==> src/rtl/bsa_pkg.sv <==
package bsa_pkg;
  // increment modulo lim
  function automatic int mod_inc(int v, int lim);
    return (v + 1 >= lim) ? 0 : v + 1;
  endfunction
endpackage

==> src/rtl/par_clk_gen.sv <==
module par_clk_gen #(
  parameter int DF = 8
) (
  input  logic clk,
  input  logic rst,
  output logic tick
);
  localparam int CW = $clog2(DF);
  logic [CW-1:0] cnt;

  assign tick = (cnt == CW'(DF - 1));

  always_ff @(posedge clk) begin
    if (rst) cnt <= '0;
    else     cnt <= tick ? '0 : cnt + 1'b1;
  end


  tick_gap_chk: assert property (@(posedge clk) disable iff (rst)
    tick |=> !tick);
endmodule

==> src/rtl/word_shifter.sv <==
module word_shifter #(
  parameter int DF = 8
) (
  input  logic                  clk,
  input  logic                  rst,
  input  logic                  ser_in,
  input  logic                  tick,
  input  logic [$clog2(DF)-1:0] off,
  output logic [DF-1:0]         word,
  output logic                  valid
);
  localparam int SW = 2 * DF - 1;
  logic [SW-1:0] sh;
  logic [SW-1:0] nxt;
  logic [DF-1:0] win;

  assign nxt = {sh[SW-2:0], ser_in};
  assign win = nxt[off +: DF];

  always_ff @(posedge clk) begin
    if (rst) begin
      sh    <= '0;
      word  <= '0;
      valid <= 1'b0;
    end else begin
      sh    <= nxt;
      valid <= tick;
      if (tick) word <= win;
    end
  end


  valid_pulse_chk: assert property (@(posedge clk) disable iff (rst)
    valid |=> !valid);

  word_hold_chk: assert property (@(posedge clk) disable iff (rst)
    !tick |=> $stable(word));
endmodule

==> src/rtl/slip_ctrl.sv <==
module slip_ctrl #(
  parameter int DF       = 8,
  parameter int ROLL_CNT = 8
) (
  input  logic                  clk,
  input  logic                  rst,
  input  logic                  tick,
  input  logic                  slip_in,
  output logic [$clog2(DF)-1:0] off,
  output logic                  roll_out
);
  localparam int OW  = $clog2(DF);
  localparam int SCW = $clog2(ROLL_CNT);

  logic           slip_prev;
  logic           pend;
  logic           roll_pend;
  logic [SCW-1:0] scnt;
  logic           wrap;

  assign wrap = (scnt == SCW'(ROLL_CNT - 1));

  always_ff @(posedge clk) begin
    if (rst) begin
      slip_prev <= 1'b0;
      pend      <= 1'b0;
      roll_pend <= 1'b0;
      roll_out  <= 1'b0;
      scnt      <= '0;
      off       <= '0;
    end else if (tick) begin
      slip_prev <= slip_in;
      pend      <= slip_in & ~slip_prev;
      roll_out  <= roll_pend;
      roll_pend <= 1'b0;
    end else if (pend) begin
      pend <= 1'b0;
      off  <= OW'(bsa_pkg::mod_inc(int'(off), DF));
      scnt <= wrap ? '0 : scnt + 1'b1;
      if (wrap) roll_pend <= 1'b1;
    end
  end


  slip_once_chk: assert property (@(posedge clk) disable iff (rst)
    pend |=> !pend);

  boundary_move_chk: assert property (@(posedge clk) disable iff (rst)
    pend |=> (off != $past(off)));

  roll_fall_chk: assert property (@(posedge clk) disable iff (rst)
    $fell(roll_out) |-> $past(tick));
endmodule

==> src/rtl/bitslip_aligner.sv <==
module bitslip_aligner #(
  parameter int DF       = 8,
  parameter int ROLL_CNT = 8
) (
  input  logic          clk,
  input  logic          rst,
  input  logic          ser_in,
  input  logic          slip_in,
  output logic [DF-1:0] out_word,
  output logic          out_valid,
  output logic          roll_out
);
  localparam int OW = $clog2(DF);

  logic          tick;
  logic [OW-1:0] off;

  par_clk_gen #(.DF(DF)) u_clk (
    .clk(clk), .rst(rst), .tick(tick)
  );

  slip_ctrl #(.DF(DF), .ROLL_CNT(ROLL_CNT)) u_slip (
    .clk(clk), .rst(rst), .tick(tick), .slip_in(slip_in),
    .off(off), .roll_out(roll_out)
  );

  word_shifter #(.DF(DF)) u_shift (
    .clk(clk), .rst(rst), .ser_in(ser_in), .tick(tick), .off(off),
    .word(out_word), .valid(out_valid)
  );
endmodule

==> config.mk <==
export PLATFORM = sky130hd
export DESIGN_NAME = bitslip_aligner
export DESIGN_NICKNAME = d
export VERILOG_FILES = /design/src/rtl/bsa_pkg.sv /design/src/rtl/par_clk_gen.sv /design/src/rtl/word_shifter.sv /design/src/rtl/slip_ctrl.sv /design/src/rtl/bitslip_aligner.sv
export SDC_FILE = /design/constraint.sdc
export NUM_CORES = 1
export LEC_CHECK = 0
export BUFFER_PORTS_ARGS = -buffer_cell sky130_fd_sc_hd__buf_2
export CORE_MARGIN = 4
export CORE_UTILIZATION = 55
export CTS_CLUSTER_DIAMETER = 60
export DETAILED_ROUTE_END_ITERATION = 8
export PLACE_DENSITY = 0.78
export RECOVER_POWER = 100
export SYNTH_ARGS = -nofsm -noshare
export SYNTH_HDL_FRONTEND = slang
export SYNTH_SLANG_ARGS = --single-unit
==> constraint.sdc <==
create_clock -name clk -period 2 [get_ports clk]
set_clock_uncertainty 0.15 [all_clocks]
set_input_delay 0.2 -clock clk [delete_from_list [all_inputs] [get_ports clk]]
set_output_delay 0.2 -clock clk [all_outputs]
set_load 0.01 [all_outputs]
## After elaboration in Yosys (flattened, before gate mapping)

Index checks and enable logic that the tools add are counted.

- Bits in registers: 36
- Input port bits: 4

- $add $sub $neg: 3
- Magnitude comparators: 1
- Eq/ne operators: 2
- Shift-type cells: 1
- Mux-type cells: 2
- Bitwise logic cells: 3
- Reduce and logical (&&, ||, !) cells: 4

Operator list:

| kind | count |
|---|---|
| 15-bit by 4-bit variable part select with 8-bit output | 1 |
| 3-bit by 1-bit adder with 3-bit output, second input constant | 2 |
| 3-bit equality test, second input constant | 2 |
| 3-bit two-way mux | 2 |
| 3-bit by 1-bit adder with 4-bit output, second input constant | 1 |
| 4-bit greater-or-equal comparator, second input constant | 1 |
| 2-bit AND reduction | 2 |
| 2-bit OR reduction | 2 |
| 1-bit inverter | 2 |
| 1-bit AND | 1 |

## Longest topological paths before layout

Gate-level depths: netlist of run 1.

- Depth in word-level cells: 3
- Mapped depth: 7
- Depth with buffers taken out: 5

## Hierarchy

From an unflattened synthesis of run 1, not the netlist that was laid out.

- Cell total of the unflattened synthesis: 135
- Area, all modules: 1,566.5 µm²

By module, submodules not included:

| module | instances | cells an instance | area each (µm²) |
|---|---|---|---|
| word_shifter | 1 | 90 | 1,042.2 |
| slip_ctrl | 1 | 37 | 419.2 |
| par_clk_gen | 1 | 8 | 105.1 |

## Worst setup path after synthesis of run 1

Ideal clock, no wire load.

- Kind: register to register
- From: register u_clk.cnt[0]
- To: register u_slip.off[2]
- Arrival: 1.419 ns
- Data required time: 1.759 ns
- Slack: 0.340 ns
- Stages on the path, launching flop included: 8
- Period minus slack after synthesis: 1.660 ns
- Path through: dfxtp_1 -> ha_1 -> ha_1 -> buf_2 -> nor2b_1 -> buf_2 -> a21oi_1 -> a311oi_1

- Cells in the longest elaborated chain, start to end: 3

RTL lines:

| item | line | RTL |
|---|---|---|
| start, declared | par_clk_gen.sv:9 | `logic [CW-1:0] cnt;` |
| start signal, assigned | par_clk_gen.sv:15 | `else cnt <= tick ? '0 : cnt + 1'b1;` |
| 3-bit equality test | par_clk_gen.sv:11 | `assign tick = (cnt == CW'(DF - 1));` |
| via tick | bitslip_aligner.sv:15 | `logic tick;` |
| 1-bit inverter (no source line) | - |  |
| 2-bit AND reduction (no source line) | - |  |
| end signal, assigned | slip_ctrl.sv:38 | `off <= OW'(bsa_pkg::mod_inc(int'(off), DF));` |
| end, declared | slip_ctrl.sv:9 | `output logic [$clog2(DF)-1:0] off,` |

The timed path passes the listed nets, and every way through them passes these cells.
A chain may end at the register's enable or synchronous reset.

## Final worst setup path of run 1

- From: register u_slip.off[1]
- To: register u_shift.word[6]

- Cells in the longest elaborated chain, start to end: 1

RTL lines:

| item | line | RTL |
|---|---|---|
| 15-bit by 4-bit variable part select with 8-bit output | word_shifter.sv:18 | `assign win = nxt[off +: DF];` |
| end signal, assigned | word_shifter.sv:28 | `if (tick) word <= win;` |
| end, declared | word_shifter.sv:9 | `output logic [DF-1:0] word,` |

No other way between the ends.

==> flow_summary.json, run 1 <==
{
  "grt_busiest_layer": "met2",
  "fmax_mhz": 554,
  "fin_crit_sh_pct": 90.2,
  "h-tree-depth": 2,
  "power.total_mw": 1.13,
  "startpoint_type": "flop",
  "via_per_inst": 5.77,
  "dpl_cell_area_sq_um": 1720,
  "end_kind": "flop",
  "p_sw_mw": 0.259,
  "cap_viol_max_count": 0,
  "synth_area_leader_cell": "dfxtp_1",
  "cts_buffer_depth": 2,
  "synth_seq_area_share_pct": 44.4,
  "vias": 1137,
  "port_buffers": 13,
  "die_area_sq_um": 3890,
  "grtUsageMet2_pct": 26.7,
  "fin_area_sq_um": 1760,
  "hp-class": "input pin to flop",
  "fin_ws_ps": 196,
  "num-nets-final": 175,
  "wl_um": 3080,
  "power_frac_seq_pct": 64.6,
  "cts.sinks": 36,
  "p_int_mw": 0.873,
  "syn_nets": 157,
  "gp_congestion": 0.802,
  "drive_gt1_share_pct": 13.3,
  "synth_top_area_share_pct": 44.4,
  "critical_path_class": "flop to flop",
  "setup_violations": 0,
  "grt_first_pass_wirelength_um": 5330,
  "clkPwrFrac_pct": 31.9,
  "finalMaxSlewViolations": 0,
  "areaGrowthSynthToFinish_pct": 8.09,
  "root_buffer": "clkbuf_4",
  "drt_iter0_drc": 92,
  "grt_use_met1_pct": 21.2,
  "netlist-cell-type-count": 31,
  "pwr-share-comb_pct": 3.5,
  "cts_setup_buffers": 0,
  "ys_ff_latch": 36,
  "place_ws_ps": 321,
  "cp.required_ps": 2110,
  "swShare_pct": 22.8,
  "hold_violations": 0,
  "antenna_cells": 0,
  "first_pass_iters": 4,
  "first_global_vias": 1139,
  "yosys_warnings": 0,
  "rows": 19,
  "status": "completed",
  "drc": 0,
  "grt.overflow.total": 0,
  "clkTransAtPathRegs_ps": 110,
  "powerDensity_nw_per_um2": 645,
  "fin_setup_tns_ps": 0,
  "rsz0062_at_grt": "false",
  "worst_pin_slew_ps": 697,
  "synth_area_per_cell_sq_um": 11.0,
  "cts_made_buffers": 5,
  "antenna_found_initial": 0,
  "initial_utilization_pct": 58.4,
  "stdcell_count": 197,
  "max_slew_margin_pct": 53.6,
  "clock_latency_ps": 340,
  "ant_nets": 0,
  "max-vdd-ir-drop_uv": 715,
  "grtUsageMet3_pct": 7.03,
  "tritoncts": "done",
  "synthTopCellsByArea": "dfxtp_1, mux2i_1, mux4_2, nor2b_1, ha_1",
  "grt_start_max_net_pins": 18,
  "cts_resized": 0,
  "cellLeakagePower_nw": 0.649,
  "die_y_um": 62.3,
  "hpwl_um": 2210,
  "syn_area_sq_um": 1620,
  "synthCells": 148,
  "num_io_pins": 14,
  "fin_util_pct": 63.1,
  "placed_cells": 188,
  "hold_slack_ps": 217,
  "period_minus_slack_ps": 1800,
  "path_max_fanout": 14,
  "wl_per_cell_um": 15.6,
  "grt_use_total_pct": 17.2,
  "core_sq_um": 2780,
  "arrival_ps": 1910,
  "die_w_um": 62.3
}
layout by cell type (no fill, tap or decap):
| master | Yosys | layout |
|---|---|---|
| a32o_1 | 1 | 1 |
| nand2_1 | 6 | 6 |
| nor2b_1 | 16 | 16 |
| a2bb2o_1 | 1 | 1 |
| clkbuf_1 | 6 | 16 |
| buf_2 | 4 | 1 |
| a211oi_2 | 2 | 1 |
| and2_1 | 3 | 2 |
| clkbuf_4 | 0 | 5 |
| or2_0 | 1 | 1 |
| dlygate4sd3_1 | 0 | 2 |
| dfxtp_1 | 36 | 36 |
| a211oi_1 | 0 | 1 |
| clkinv_2 | 0 | 1 |
| a21oi_1 | 2 | 2 |
| buf_4 | 0 | 4 |
| o31ai_1 | 4 | 4 |
| clkbuf_2 | 0 | 1 |
| mux2i_1 | 14 | 14 |
| o22ai_1 | 3 | 3 |
| a21o_1 | 1 | 1 |
| nand3_1 | 1 | 1 |
| mux2_2 | 3 | 3 |
| a311oi_1 | 1 | 1 |
| nor3b_1 | 2 | 2 |
| inv_1 | 2 | 2 |
| mux2_1 | 1 | 1 |
| ha_1 | 5 | 5 |
| mux4_1 | 2 | 2 |
| nor3_1 | 3 | 3 |
| nand2b_1 | 2 | 2 |
| and2_0 | 0 | 1 |
| a31oi_1 | 1 | 1 |
| o41ai_1 | 1 | 1 |
| mux4_2 | 6 | 6 |
| xnor2_1 | 1 | 1 |
| nor2_1 | 15 | 15 |
flip-flops by register name, indices dropped and copies added (netlist names):
register          count
u_clk.cnt             3
u_shift.valid         1
u_slip.scnt           3
u_shift.sh           14
u_slip.roll_pend      1
u_slip.pend           1
u_slip.off            3
u_slip.slip_prev      1
u_shift.word          8
u_slip.roll_out       1
final timing paths:
path         depth (start not counted)             start  slack, ps              end
min                                  2               rst        220    u_shift.sh[2]
max reg2reg                          4     u_slip.off[1]        200  u_shift.word[6]
min reg2reg                          1  u_slip.slip_prev        290      u_slip.pend
max                                  4     u_slip.off[1]        200  u_shift.word[6]
synth_stat cells:
library cell / count
dfxtp_1: 36
and2_1: 3
o41ai_1: 1
mux4_1: 2
a21o_1: 1
mux4_2: 6
nor2b_1: 16
or2_0: 1
a31oi_1: 1
nor3b_1: 2
nand3_1: 1
nand2_1: 6
buf_2: 4
o22ai_1: 3
a21oi_1: 2
buf_6: 2
nor3_1: 3
mux2_1: 1
xnor2_1: 1
a32o_1: 1
a311oi_1: 1
a211oi_2: 2
nor2_1: 15
o31ai_1: 4
clkbuf_1: 6
nand2b_1: 2
a2bb2o_1: 1
ha_1: 5
mux2i_1: 14
mux2_2: 3
inv_1: 2
power by group through the flow:
stage                     clock network [mW]  registers (mW)  logic [mW]
after floorplan                            0           0.746      0.0269
after global placement                     0           0.747      0.0379
after detailed placement                   0           0.748      0.0394
after CTS                              0.367           0.731      0.0426
after global routing                   0.402           0.733      0.0444
final                                  0.361           0.731      0.0391
area by class of cell:
class / instances / area, sq um
inverter: 2 / 7.51
fill: 231 / 1030
clock buffer: 6 / 41.3
timing repair buffer: 23 / 116
sequential: 36 / 721
clock inverter: 1 / 5.00
tap: 31 / 38.8
multi-input combinational: 98 / 826
cell families after synthesis:
| logic type | synth area share [%] |
|---|---|
| fa+ha+maj | 3.85 |
| xor+xnor | 0.539 |
| compound gates | 8.32 |
| mux | 23.0 |
| buf+inv | 4.47 |
| flops | 44.4 |
| simple gates | 15.5 |
worst max-delay path, cell delays in order, from the launching register on:
cell and delay, ps:
dfxtp_1 340, clkbuf_2 330, mux2i_1 160, mux4_2 480, a211oi_1 270
per-layer routing:
| layer | wire (um) | share of wire, % |
|---|---|---|
| met4 | 56 | 1.8 |
| met1 | 1380 | 45 |
| met5 | 0 | 0 |
| met2 | 1450 | 47 |
| met3 | 190 | 6.2 |
what timing repair did:
action,CTS,global route
hold buffers,2,0
endpoints found under the setup margin,0,0
hold endpoints to repair,3,0
Power figures use the tool's default switching activity.
==> run 2, diff against run 1 <==
BUFFER_PORTS_ARGS = -buffer_cell sky130_fd_sc_hd__buf_4   (was -buffer_cell sky130_fd_sc_hd__buf_2)
==> run 2 against run 1 <==
  * First-iteration DRC count decreased by 64%
  * Register-to-register slack got worse by 20 ps
  * Cell count decreased by 0.51%
  * Non-clock buffer count decreased by 2
  * Setup slack got worse by 16 ps
  * Flip-flop and latch count unchanged
  * Hold slack worse by 150 ps
  * Combinational power is 3% higher
  * Core utilization is 0.27 points higher
  * Via count did not move
  * Die area did not move
  * Largest cell class unchanged
==> flow_summary.json, run 2 (synthesis gave the netlist of run 1 again) <==
{
  "status": "completed",
  "hold_path_end": "u_slip.roll_out",
  "antenna_cells": 0,
  "hold_depth": 2,
  "fin_setup_tns_ps": 0,
  "worstHoldStart": "rst",
  "ant_nets": 0,
  "fin_crit_sh_pct": 91.0,
  "antenna_found_initial": 0,
  "end_kind": "flop",
  "r2r-start": "u_slip.off[0]",
  "wl_um": 3020,
  "swShare_pct": 21.7,
  "wl_per_cell_um": 15.4,
  "startpoint_type": "flop",
  "setup_violations": 0,
  "first_global_vias": 1115,
  "path_max_fanout": 17,
  "arrival_ps": 1900,
  "die_y_um": 62.3,
  "p_sw_mw": 0.255,
  "num_io_pins": 14,
  "powerDensity_nw_per_um2": 665,
  "fmax_mhz": 550,
  "fin_util_pct": 63.4,
  "hold_slack_ps": 68.3,
  "first_pass_iters": 4,
  "grt.overflow.total": 0,
  "layout_common_cells": "dfxtp_1, nor2b_1, nor2_1, clkbuf_1, mux2i_1",
  "die_w_um": 62.3,
  "cts_made_buffers": 5,
  "power.total_mw": 1.17,
  "h-tree-depth": 2,
  "drc": 0,
  "hpwl_um": 2080,
  "grt_start_max_net_pins": 29,
  "fin_ws_ps": 180,
  "core_sq_um": 2780,
  "pwr-share-comb_pct": 3.4,
  "critPathSlowestCell": "mux4_1",
  "final_common_cell": "dfxtp_1",
  "fin_area_sq_um": 1760,
  "cts_buffer_depth": 2,
  "cellLeakagePower_nw": 0.651,
  "initial_utilization_pct": 58.4,
  "reg2reg_depth": 4,
  "power_frac_seq_pct": 62.4,
  "rsz0062_at_grt": "false",
  "rrSetupSlack_ps": 180,
  "hold_violations": 0,
  "place_ws_ps": 247,
  "finalMaxSlewViolations": 0,
  "largest_register": "u_shift.sh",
  "crit_buf_inv": 1,
  "cts.sinks": 36,
  "grt_use_total_pct": 16.8,
  "port_buffers": 13,
  "dpl_cell_area_sq_um": 1740,
  "tritoncts": "done",
  "drive_gt1_share_pct": 13.3,
  "reg.largest.list": "u_shift.sh: 14 flops, u_shift.word: 8 flops",
  "root_buffer": "clkbuf_4",
  "p_int_mw": 0.918,
  "clock_latency_ps": 340,
  "path_delay_family": "multiplexers",
  "largest_reg_flops": 14,
  "max-vdd-ir-drop_uv": 586,
  "clkPwrFrac_pct": 34.2,
  "clkTransAtPathRegs_ps": 100,
  "grt_first_pass_wirelength_um": 5210,
  "cp.required_ps": 2080,
  "crit_chain": "clkbuf_2, mux4_1, nor2_1, o31ai_1",
  "gp_congestion": 0.820,
  "worstReg2RegEnd": "u_shift.word[2]",
  "stdcell_count": 196,
  "drt_iter0_drc": 33,
  "rows": 19,
  "hp-class": "input pin to flop",
  "num-nets-final": 173,
  "placed_cells": 186,
  "via_per_inst": 5.80,
  "vias": 1137,
  "crit_path_max_incr_delay_ps": 620,
  "path_depth": 4,
  "die_area_sq_um": 3890,
  "cts_resized": 0,
  "worst_pin_slew_ps": 567,
  "areaGrowthSynthToFinish_pct": 8.55,
  "period_minus_slack_ps": 1820,
  "max_slew_margin_pct": 62.1,
  "critical_path_class": "flop to flop",
  "cap_viol_max_count": 0
}
## run 2: cell types whose count changed in the layout (fill, tap and decap cells not counted), sizes merged
cell,delta
clkinv,-1
## run 2: worst max-delay path by stage
stage	startpoint	endpoint
detailed placement	u_clk.cnt[0]	u_shift.word[4]
floorplan	u_clk.cnt[0]	u_slip.off[2]
global route	u_slip.off[0]	u_shift.word[2]
global placement	u_clk.cnt[0]	u_shift.word[5]
finish	u_slip.off[0]	u_shift.word[2]
CTS	u_clk.cnt[0]	u_shift.word[4]
## run 2: timing repair
action / 4_1_cts / 5_1_grt
hold buffers: 2 / 0
setup buffers: 0 / 0
endpoints found under the hold margin: 3 / 0
## run 2: final cells by class
| type | count | area, sq um |
|---|---|---|
| clock buffers | 8 | 58.8 |
| well taps | 31 | 38.8 |
| repair buffers | 21 | 111 |
| fillers | 238 | 1020 |
| flip-flops and latches | 36 | 721 |
| inverters | 2 | 7.51 |
| multi-input cells | 98 | 826 |
## run 2: power groups by stage
stage	logic (mW)	registers (mW)	clock network, mW
finish	0.0402	0.731	0.401
global route	0.0453	0.733	0.451
global placement	0.0378	0.747	0
floorplan	0.0269	0.746	0
detailed placement	0.0400	0.748	0
CTS	0.0432	0.731	0.412
## run 2: metal layers
| metal | wire length (um) | up-vias | global-route usage [%] |
|---|---|---|---|
| met5 | 0 | - | 0 |
| met4 | 56 | 0 | 7.16 |
| met3 | 138 | 6 | 6.13 |
| met2 | 1420 | 18 | 26.2 |
| met1 | 1400 | 554 | 21.0 |
| li1 | - | 559 | - |
